`src/rtl/brx_pkg.sv`:
```
// Package: shared encodings for the branch resolution unit.
// Assumes: nothing; it holds only types.
package brx_pkg;
    typedef enum logic [1:0] {
        BK_REL = 2'd0,
        BK_LR  = 2'd1,
        BK_CTR = 2'd2,
        BK_RSV = 2'd3
    } br_kind_e;

    typedef enum logic [1:0] {
        SR_LR   = 2'd0,
        SR_CTR  = 2'd1,
        SR_CR   = 2'd2,
        SR_NONE = 2'd3
    } spr_sel_e;
endpackage

```
`src/rtl/brx_target.sv`:
```
// Target adder and return address generator.
// Assumes: br_disp is already sign-extended to AW bits; the low ALN bits of
// every target are cleared, and the return address is the branch address plus 4.
module brx_target
    import brx_pkg::*;
#(
    parameter int AW  = 32,
    parameter int ALN = 2
) (
    input  logic [1:0]    kind,
    input  logic [AW-1:0] pc,
    input  logic [AW-1:0] disp,
    input  logic [AW-1:0] lr,
    input  logic [AW-1:0] ctr,
    output logic [AW-1:0] tgt,
    output logic [AW-1:0] ret
);
    localparam logic [AW-1:0] STEP = AW'(4);

    logic [AW-1:0] raw;

    // pick the raw target source by branch form
    always_comb begin
        unique case (br_kind_e'(kind))
            BK_LR:   raw = lr;
            BK_CTR:  raw = ctr;
            default: raw = pc + disp;
        endcase
    end

    // clear the alignment bits, if any are configured
    generate
        if (ALN == 0) begin : g_noalign
            assign tgt = raw;
        end else begin : g_align
            assign tgt = {raw[AW-1:ALN], {ALN{1'b0}}};
        end
    endgenerate

    assign ret = pc + STEP;
endmodule

```
`src/rtl/brx_sprfile.sv`:
```
// Link, count and condition registers with move and read paths.
// Assumes: the link write from an issuing branch outranks a move to the link
// register; a condition write outranks a move to the condition register.
module brx_sprfile
    import brx_pkg::*;
#(
    parameter int DW  = 32,
    parameter int CRW = 32
) (
    input  logic           clk,
    input  logic           rst_n,
    input  logic           link_we,
    input  logic [DW-1:0]  link_data,
    input  logic           mv_we,
    input  logic [1:0]     mv_sel,
    input  logic [DW-1:0]  mv_data,
    input  logic           cr_we,
    input  logic [CRW-1:0] cr_data,
    input  logic [1:0]     rd_sel,
    output logic [DW-1:0]  lr,
    output logic [DW-1:0]  ctr,
    output logic [CRW-1:0] cr_eff,
    output logic [DW-1:0]  rd_data
);
    logic [CRW-1:0] cr_q;

    // link register: branch link write first, then move
    always_ff @(posedge clk) begin
        if (!rst_n)                               lr <= '0;
        else if (link_we)                         lr <= link_data;
        else if (mv_we && mv_sel == SR_LR)        lr <= mv_data;
    end

    // count register: written only by moves
    always_ff @(posedge clk) begin
        if (!rst_n)                               ctr <= '0;
        else if (mv_we && mv_sel == SR_CTR)       ctr <= mv_data;
    end

    // condition register: producer write first, then move
    always_ff @(posedge clk) begin
        if (!rst_n)                               cr_q <= '0;
        else if (cr_we)                           cr_q <= cr_data;
        else if (mv_we && mv_sel == SR_CR)        cr_q <= CRW'(mv_data);
    end

    // condition value seen by resolution, forwarding a same-cycle producer write
    assign cr_eff = cr_we ? cr_data : cr_q;

    // read mux for moves to a general-purpose register
    always_comb begin
        unique case (spr_sel_e'(rd_sel))
            SR_LR:   rd_data = lr;
            SR_CTR:  rd_data = ctr;
            SR_CR:   rd_data = DW'(cr_q);
            default: rd_data = '0;
        endcase
    end

    p_link_wins_r6: assert property (@(posedge clk) disable iff (!rst_n)
        link_we |=> (lr == $past(link_data)));
    p_cr_priority_r12: assert property (@(posedge clk) disable iff (!rst_n)
        cr_we |=> (cr_q == $past(cr_data)));
    p_ctr_hold_r7: assert property (@(posedge clk) disable iff (!rst_n)
        !(mv_we && mv_sel == SR_CTR) |=> $stable(ctr));
endmodule

```
`src/rtl/brx_resolver.sv`:
```
// Prediction, fetch redirect and resolution with a one-entry hold slot.
// Assumes: br_valid is raised only while ready is high; cr_eff already
// carries any condition write of the current cycle.
module brx_resolver #(
    parameter int AW   = 32,
    parameter int CRW  = 32,
    parameter int SELW = $clog2(CRW)
) (
    input  logic            clk,
    input  logic            rst_n,
    input  logic            br_valid,
    input  logic            cond,
    input  logic            hint,
    input  logic [SELW-1:0] crsel,
    input  logic            sense,
    input  logic [AW-1:0]   tgt,
    input  logic [AW-1:0]   ret,
    input  logic            cr_busy,
    input  logic [CRW-1:0]  cr_eff,
    output logic            issue,
    output logic            ready,
    output logic            redir_valid,
    output logic [AW-1:0]   redir_addr,
    output logic            redir_taken,
    output logic            res_valid,
    output logic            res_taken,
    output logic            mispredict,
    output logic [AW-1:0]   fix_addr
);
    logic            pend_q;
    logic [AW-1:0]   p_tgt, p_ret;
    logic            p_pred, p_sense;
    logic [SELW-1:0] p_sel;

    logic pred, now_uncond, now_cond, late, taken_now, taken_late;

    assign ready      = !pend_q;
    assign issue      = br_valid && ready;
    assign pred       = !cond || hint;
    assign now_uncond = issue && !cond;
    assign now_cond   = issue && cond && !cr_busy;
    assign late       = pend_q && !cr_busy;
    assign taken_now  = (cr_eff[crsel] == sense);
    assign taken_late = (cr_eff[p_sel] == p_sense);

    // fetch redirect along the predicted path
    always_ff @(posedge clk) begin
        if (!rst_n) begin
            redir_valid <= 1'b0;
            redir_addr  <= '0;
            redir_taken <= 1'b0;
        end else begin
            redir_valid <= issue;
            if (issue) begin
                redir_addr  <= pred ? tgt : ret;
                redir_taken <= pred;
            end
        end
    end

    // hold slot for a conditional branch whose condition is not yet valid
    always_ff @(posedge clk) begin
        if (!rst_n) begin
            pend_q  <= 1'b0;
            p_tgt   <= '0;
            p_ret   <= '0;
            p_pred  <= 1'b0;
            p_sense <= 1'b0;
            p_sel   <= '0;
        end else if (issue && cond && cr_busy) begin
            pend_q  <= 1'b1;
            p_tgt   <= tgt;
            p_ret   <= ret;
            p_pred  <= pred;
            p_sense <= sense;
            p_sel   <= crsel;
        end else if (late) begin
            pend_q  <= 1'b0;
        end
    end

    // resolution result and mispredict pulse
    always_ff @(posedge clk) begin
        if (!rst_n) begin
            res_valid  <= 1'b0;
            res_taken  <= 1'b0;
            mispredict <= 1'b0;
            fix_addr   <= '0;
        end else begin
            res_valid  <= now_uncond || now_cond || late;
            mispredict <= 1'b0;
            if (now_uncond) begin
                res_taken <= 1'b1;
                fix_addr  <= tgt;
            end else if (now_cond) begin
                res_taken  <= taken_now;
                mispredict <= (taken_now != pred);
                fix_addr   <= taken_now ? tgt : ret;
            end else if (late) begin
                res_taken  <= taken_late;
                mispredict <= (taken_late != p_pred);
                fix_addr   <= taken_late ? p_tgt : p_ret;
            end
        end
    end

    p_accept_r9: assert property (@(posedge clk) disable iff (!rst_n)
        br_valid |-> ready);
    p_redirect_r2: assert property (@(posedge clk) disable iff (!rst_n)
        issue |=> redir_valid);
    p_lookahead_r8: assert property (@(posedge clk) disable iff (!rst_n)
        (issue && cond && !cr_busy) |=> res_valid);
    p_hold_r9: assert property (@(posedge clk) disable iff (!rst_n)
        (pend_q && cr_busy) |=> (!res_valid && !ready));
    p_pulse_r10: assert property (@(posedge clk) disable iff (!rst_n)
        mispredict |-> res_valid);
    p_uncond_r11: assert property (@(posedge clk) disable iff (!rst_n)
        (issue && !cond) |=> (res_valid && res_taken && !mispredict));
endmodule

```
`src/rtl/brx_unit.sv`:
```
// Top: static-hint branch resolution unit.
// Assumes: one branch is offered per cycle, and only while br_ready is high;
// cr_busy is high while a condition result is still outstanding.
module brx_unit #(
    parameter int AW  = 32,
    parameter int CRW = 32
) (
    input  logic                   clk,
    input  logic                   rst_n,
    input  logic                   br_valid,
    input  logic [1:0]             br_kind,
    input  logic                   br_cond,
    input  logic                   br_hint,
    input  logic                   br_link,
    input  logic [AW-1:0]          br_pc,
    input  logic [AW-1:0]          br_disp,
    input  logic [$clog2(CRW)-1:0] br_crsel,
    input  logic                   br_sense,
    output logic                   br_ready,
    input  logic                   cr_busy,
    input  logic                   cr_we,
    input  logic [CRW-1:0]         cr_wdata,
    input  logic                   mv_we,
    input  logic [1:0]             mv_sel,
    input  logic [AW-1:0]          mv_data,
    input  logic [1:0]             rd_sel,
    output logic [AW-1:0]          rd_data,
    output logic                   redir_valid,
    output logic [AW-1:0]          redir_addr,
    output logic                   redir_taken,
    output logic                   res_valid,
    output logic                   res_taken,
    output logic                   mispredict,
    output logic [AW-1:0]          fix_addr
);
    localparam int SELW = $clog2(CRW);

    logic [AW-1:0]  lr, ctr, tgt, ret;
    logic [CRW-1:0] cr_eff;
    logic           issue;

    brx_target #(.AW(AW), .ALN(2)) u_tgt (
        .kind (br_kind), .pc (br_pc), .disp (br_disp),
        .lr (lr), .ctr (ctr), .tgt (tgt), .ret (ret)
    );

    brx_sprfile #(.DW(AW), .CRW(CRW)) u_spr (
        .clk (clk), .rst_n (rst_n),
        .link_we (issue && br_link), .link_data (ret),
        .mv_we (mv_we), .mv_sel (mv_sel), .mv_data (mv_data),
        .cr_we (cr_we), .cr_data (cr_wdata),
        .rd_sel (rd_sel), .lr (lr), .ctr (ctr),
        .cr_eff (cr_eff), .rd_data (rd_data)
    );

    brx_resolver #(.AW(AW), .CRW(CRW), .SELW(SELW)) u_res (
        .clk (clk), .rst_n (rst_n),
        .br_valid (br_valid), .cond (br_cond), .hint (br_hint),
        .crsel (br_crsel), .sense (br_sense),
        .tgt (tgt), .ret (ret), .cr_busy (cr_busy), .cr_eff (cr_eff),
        .issue (issue), .ready (br_ready),
        .redir_valid (redir_valid), .redir_addr (redir_addr),
        .redir_taken (redir_taken), .res_valid (res_valid),
        .res_taken (res_taken), .mispredict (mispredict),
        .fix_addr (fix_addr)
    );
endmodule

```
`config.mk`:
```
export PLATFORM = sky130hd
export DESIGN_NAME = brx_unit
export DESIGN_NICKNAME = d
export VERILOG_FILES = /design/src/rtl/brx_pkg.sv /design/src/rtl/brx_target.sv /design/src/rtl/brx_sprfile.sv /design/src/rtl/brx_resolver.sv /design/src/rtl/brx_unit.sv
export SDC_FILE = /design/constraint.sdc
export NUM_CORES = 1
export LEC_CHECK = 0
export BUFFER_PORTS_ARGS = -buffer_cell sky130_fd_sc_hd__buf_2
export CORE_UTILIZATION = 45
export DETAILED_ROUTE_END_ITERATION = 8
export PLACE_DENSITY_LB_ADDON = 0.25
export SYNTH_ARGS = -nofsm -noshare
export SYNTH_HDL_FRONTEND = slang
export SYNTH_SLANG_ARGS = --single-unit
```
`constraint.sdc`:
```
create_clock -name clk -period 5.4 [get_ports clk]
set_input_delay 1.08 -clock clk [delete_from_list [all_inputs] [get_ports clk]]
set_output_delay 1.08 -clock clk [all_outputs]
set_load 0.01 [all_outputs]
```
==> impl_metrics.csv <==
group,metric,value,unit
cells_and_area,multi_input_area,9660,sq um
yosys,ys.flop_type,"dfxtp_1",
sta,maxSlewViolCount,0,
critical_path,crit_path_top_delay_cell,"buf_2",
status,status,"finished, final reports clean",
critical_path,cp-end-kind,"primary output",
yosys,synth_seq_cells,235,
sta,setup_viol,0,
critical_path,path_cells,"buf_2, buf_4, mux2i_1, o21ai_0, buf_2",
global_route,grt.total_usage,36.4,%
floorplan,core_area,32800,sq um
critical_path,path_buf_inv,3,
cells_and_area,drive_above_1_share,18.2,%
placement,place_congestion,1.00,
global_route,grt_max_degree,132,
sta,fin_worst_skew,0.0169,ns
critical_path,path_common_cell,"buf_2",
power_and_ir_drop,power_density,290,nW/um^2
power_and_ir_drop,peakVddDrop,240,uV
critical_path,crit_type,"in2out",
sta,fin_crit,3.99,ns
sta,worst_pin_slew,1.21,ns
detailed_routing,remaining_drc_errors,0,
clock_tree,clock_latency,0.54,ns
detailed_routing,wl,63800,um
global_route,grt_pass1_vias,15200,
yosys,synth_edf_count,0,
yosys,synthesis.nets,2134,
global_route,grt_pass1_wl,94100,um
clock_tree,h-tree-depth,1,
clock_tree,cts_tree,"yes",
floorplan,io_pins,251,
global_route,antenna_found_initial,1,
sta,finalSetupTns,0,ns
cells_and_area,regArea,4700,sq um
detailed_routing,first_pass_iters,5,
clock_tree,root_buffer,"clkbuf_16",
sta,maxSlewHeadroom,18.7,%
floorplan,die_w,185,um
detailed_routing,initialDrtViolationCount,1627,
floorplan,die_h,185,um
clock_tree,clkTransAtPathRegs,0.06,ns
critical_path,worstPathRequired,4.32,ns
detailed_routing,routed_via_density,6.37,
yosys,syn_area,15100,sq um
critical_path,crit_family,"buffers and inverters",
yosys,syn_area_per_cell,7.73,sq um
placement,port_buffers,250,
clock_tree,post_cts.resized_instances,0,
yosys,synthArstFlopShare,0,%
detailed_routing,avgRoutedWirePerCell,24.8,um
detailed_routing,drtAntennaViolNets,0,
hold_path,hp-class,"reg2reg",
yosys,seq_area_frac_synth,31.2,%
critical_path,critPathArrivalTime,2.91,ns
cells_and_area,nets,2293,
yosys,yosys_warnings,0,
clock_tree,cts_setup_buffers,0,
detailed_routing,vias,16400,
sta,finalCritPeriodShare,73.8,%
job,cap_violations,0,
cells_and_area,fill_cells,3176,
yosys,synth_cell_types,80,
critical_path,crit_fanout,18,
yosys,synth_cells,1952,
cells_and_area,diodes,0,
global_route,grt_overflow_total,0,
floorplan,rows,66,
floorplan,die-area,34300,sq um
sta,final_hold_viol_count,0,
sta,max_freq,0.251,GHz
cells_and_area,syn_to_final_growth,15.6,%
critical_path,slowest_delay,0.49,ns
clock_tree,cts_buffers,26,
cells_and_area,utilization,53.2,%
sta,rsz0062_at_grt,"false",
floorplan,start_util,46.0,%
critical_path,critical_path.startpoint_type,"primary input",
power_and_ir_drop,p_leak,7.10,nW
clock_tree,cts_sinks,235,
clock_tree,clk_path_buf_depth,3,
clock_tree,postCtsHoldBufs,0,
placement,dpl.hpwl,47100,um
-- cell usage in the layout, fill, tap and decap left out, drive strengths merged, types with 19 or more instances in the layout --
master,synthesis,layout
a211oi,116,116
a21oi,197,197
a221oi,19,19
a31oi,20,20
buf,27,291
clkbuf,133,34
dfxtp,235,235
ha,33,33
inv,23,24
mux2,22,22
mux2i,116,116
nand2,265,265
nand3,52,52
nand4,25,25
nor2,192,192
nor2b,37,37
nor3,42,42
o21ai,107,107
xnor2,28,28
-- final timing paths --
kind	startpoint	to	slack, ns	depth (start not counted)
setup reg to reg	u_res.p_sel[1]$_SDFFE_PN0P_	u_res.fix_addr[9]$_SDFFE_PN0P_	1.59	10
hold reg to reg	u_res.redir_addr[8]$_SDFFE_PN0P_	u_res.redir_addr[8]$_SDFFE_PN0P_	0.45	2
hold / removal	u_res.redir_addr[8]$_SDFFE_PN0P_	u_res.redir_addr[8]$_SDFFE_PN0P_	0.45	2
setup / recovery	rd_sel[1]	rd_data[6]	1.41	5
-- cell families (layout without fill, tap and decap cells) --
kind of cell	after synthesis	after routing	synth area share, %
compound gates	611	611	26.5
mux	149	149	11.0
simple gates	698	698	21.0
fa+ha+maj	33	33	2.74
xor+xnor	42	42	2.44
buf+inv	184	361	5.08
flops	235	235	31.2
-- cells in the mapped netlist (11+ instances only) --
library cell | number | area share, %
a211oi_1 | 116 | 5.8
a21o_1 | 14 | 0.70
a21oi_1 | 197 | 6.5
a221o_1 | 14 | 0.93
a221oi_1 | 19 | 1.1
a22oi_1 | 15 | 0.75
a31oi_1 | 20 | 0.83
and2_1 | 13 | 0.54
and3_1 | 16 | 0.66
buf_1 | 12 | 0.30
clkbuf_1 | 132 | 3.3
dfxtp_1 | 235 | 31
ha_1 | 33 | 2.7
inv_1 | 23 | 0.57
mux2_2 | 17 | 1.3
mux2i_1 | 116 | 7.7
nand2_1 | 265 | 6.6
nand2b_1 | 11 | 0.46
nand3_1 | 52 | 1.7
nand4_1 | 25 | 1.0
nor2_1 | 192 | 4.8
nor2b_1 | 37 | 1.5
nor3_1 | 41 | 1.4
o21ai_0 | 105 | 3.5
o31ai_1 | 12 | 0.60
xnor2_1 | 28 | 1.6
xor2_1 | 14 | 0.81
-- cell type report --
cell class | count | area share (%)
Clock buffer | 34 | 4.19
Clock inverter | 12 | 0.803
Inverter | 24 | 0.545
Multi-Input combinational cell | 1533 | 55.3
Sequential cell | 235 | 27.0
Tap cell | 442 | 3.17
Timing Repair Buffer | 291 | 9.00
-- power by group --
part / switching, mW / total [mW] / internal, mW
logic: 0.830 / 1.27 / 0.445
registers: 0.0923 / 1.94 / 1.85
clock network: 0.763 / 1.86 / 1.09
-- per-stage QoR --
stage	setup WS (ns)	instance area, sq um	hold slack (ns)	power [mW]	std cells
global placement	1.00	16600	0.438	3.20	2525
detailed placement	1.01	16600	0.445	3.20	2525
finish	1.41	17500	0.451	5.07	2571
global route	1.28	17500	0.468	5.23	2571
CTS	1.47	17500	0.453	5.03	2571
floorplan	1.71	15100	0.431	2.70	1952
-- sequential cells by signal (all words and copies together) (netlist names), 5 cells and up --
signal and cells:
u_res.p_tgt 30, u_spr.lr 32, u_spr.cr_q 32, u_res.p_ret 32, u_spr.ctr 32, u_res.redir_addr 32
u_res.p_sel 5, u_res.fix_addr 32
-- worst min-delay path: stages (launching register included) --
cell	delay (ns)
dfxtp_1	0.30
nand2_1	0.05
a21oi_1	0.05
-- per-layer routing --
layer	GRT usage, %	wire (um)
met4	19.6	3830
met2	56.7	27500
met5	0	10
met1	48.2	26700
met3	5.80	5830
Note: power is estimated with default switching activity, not from simulation.
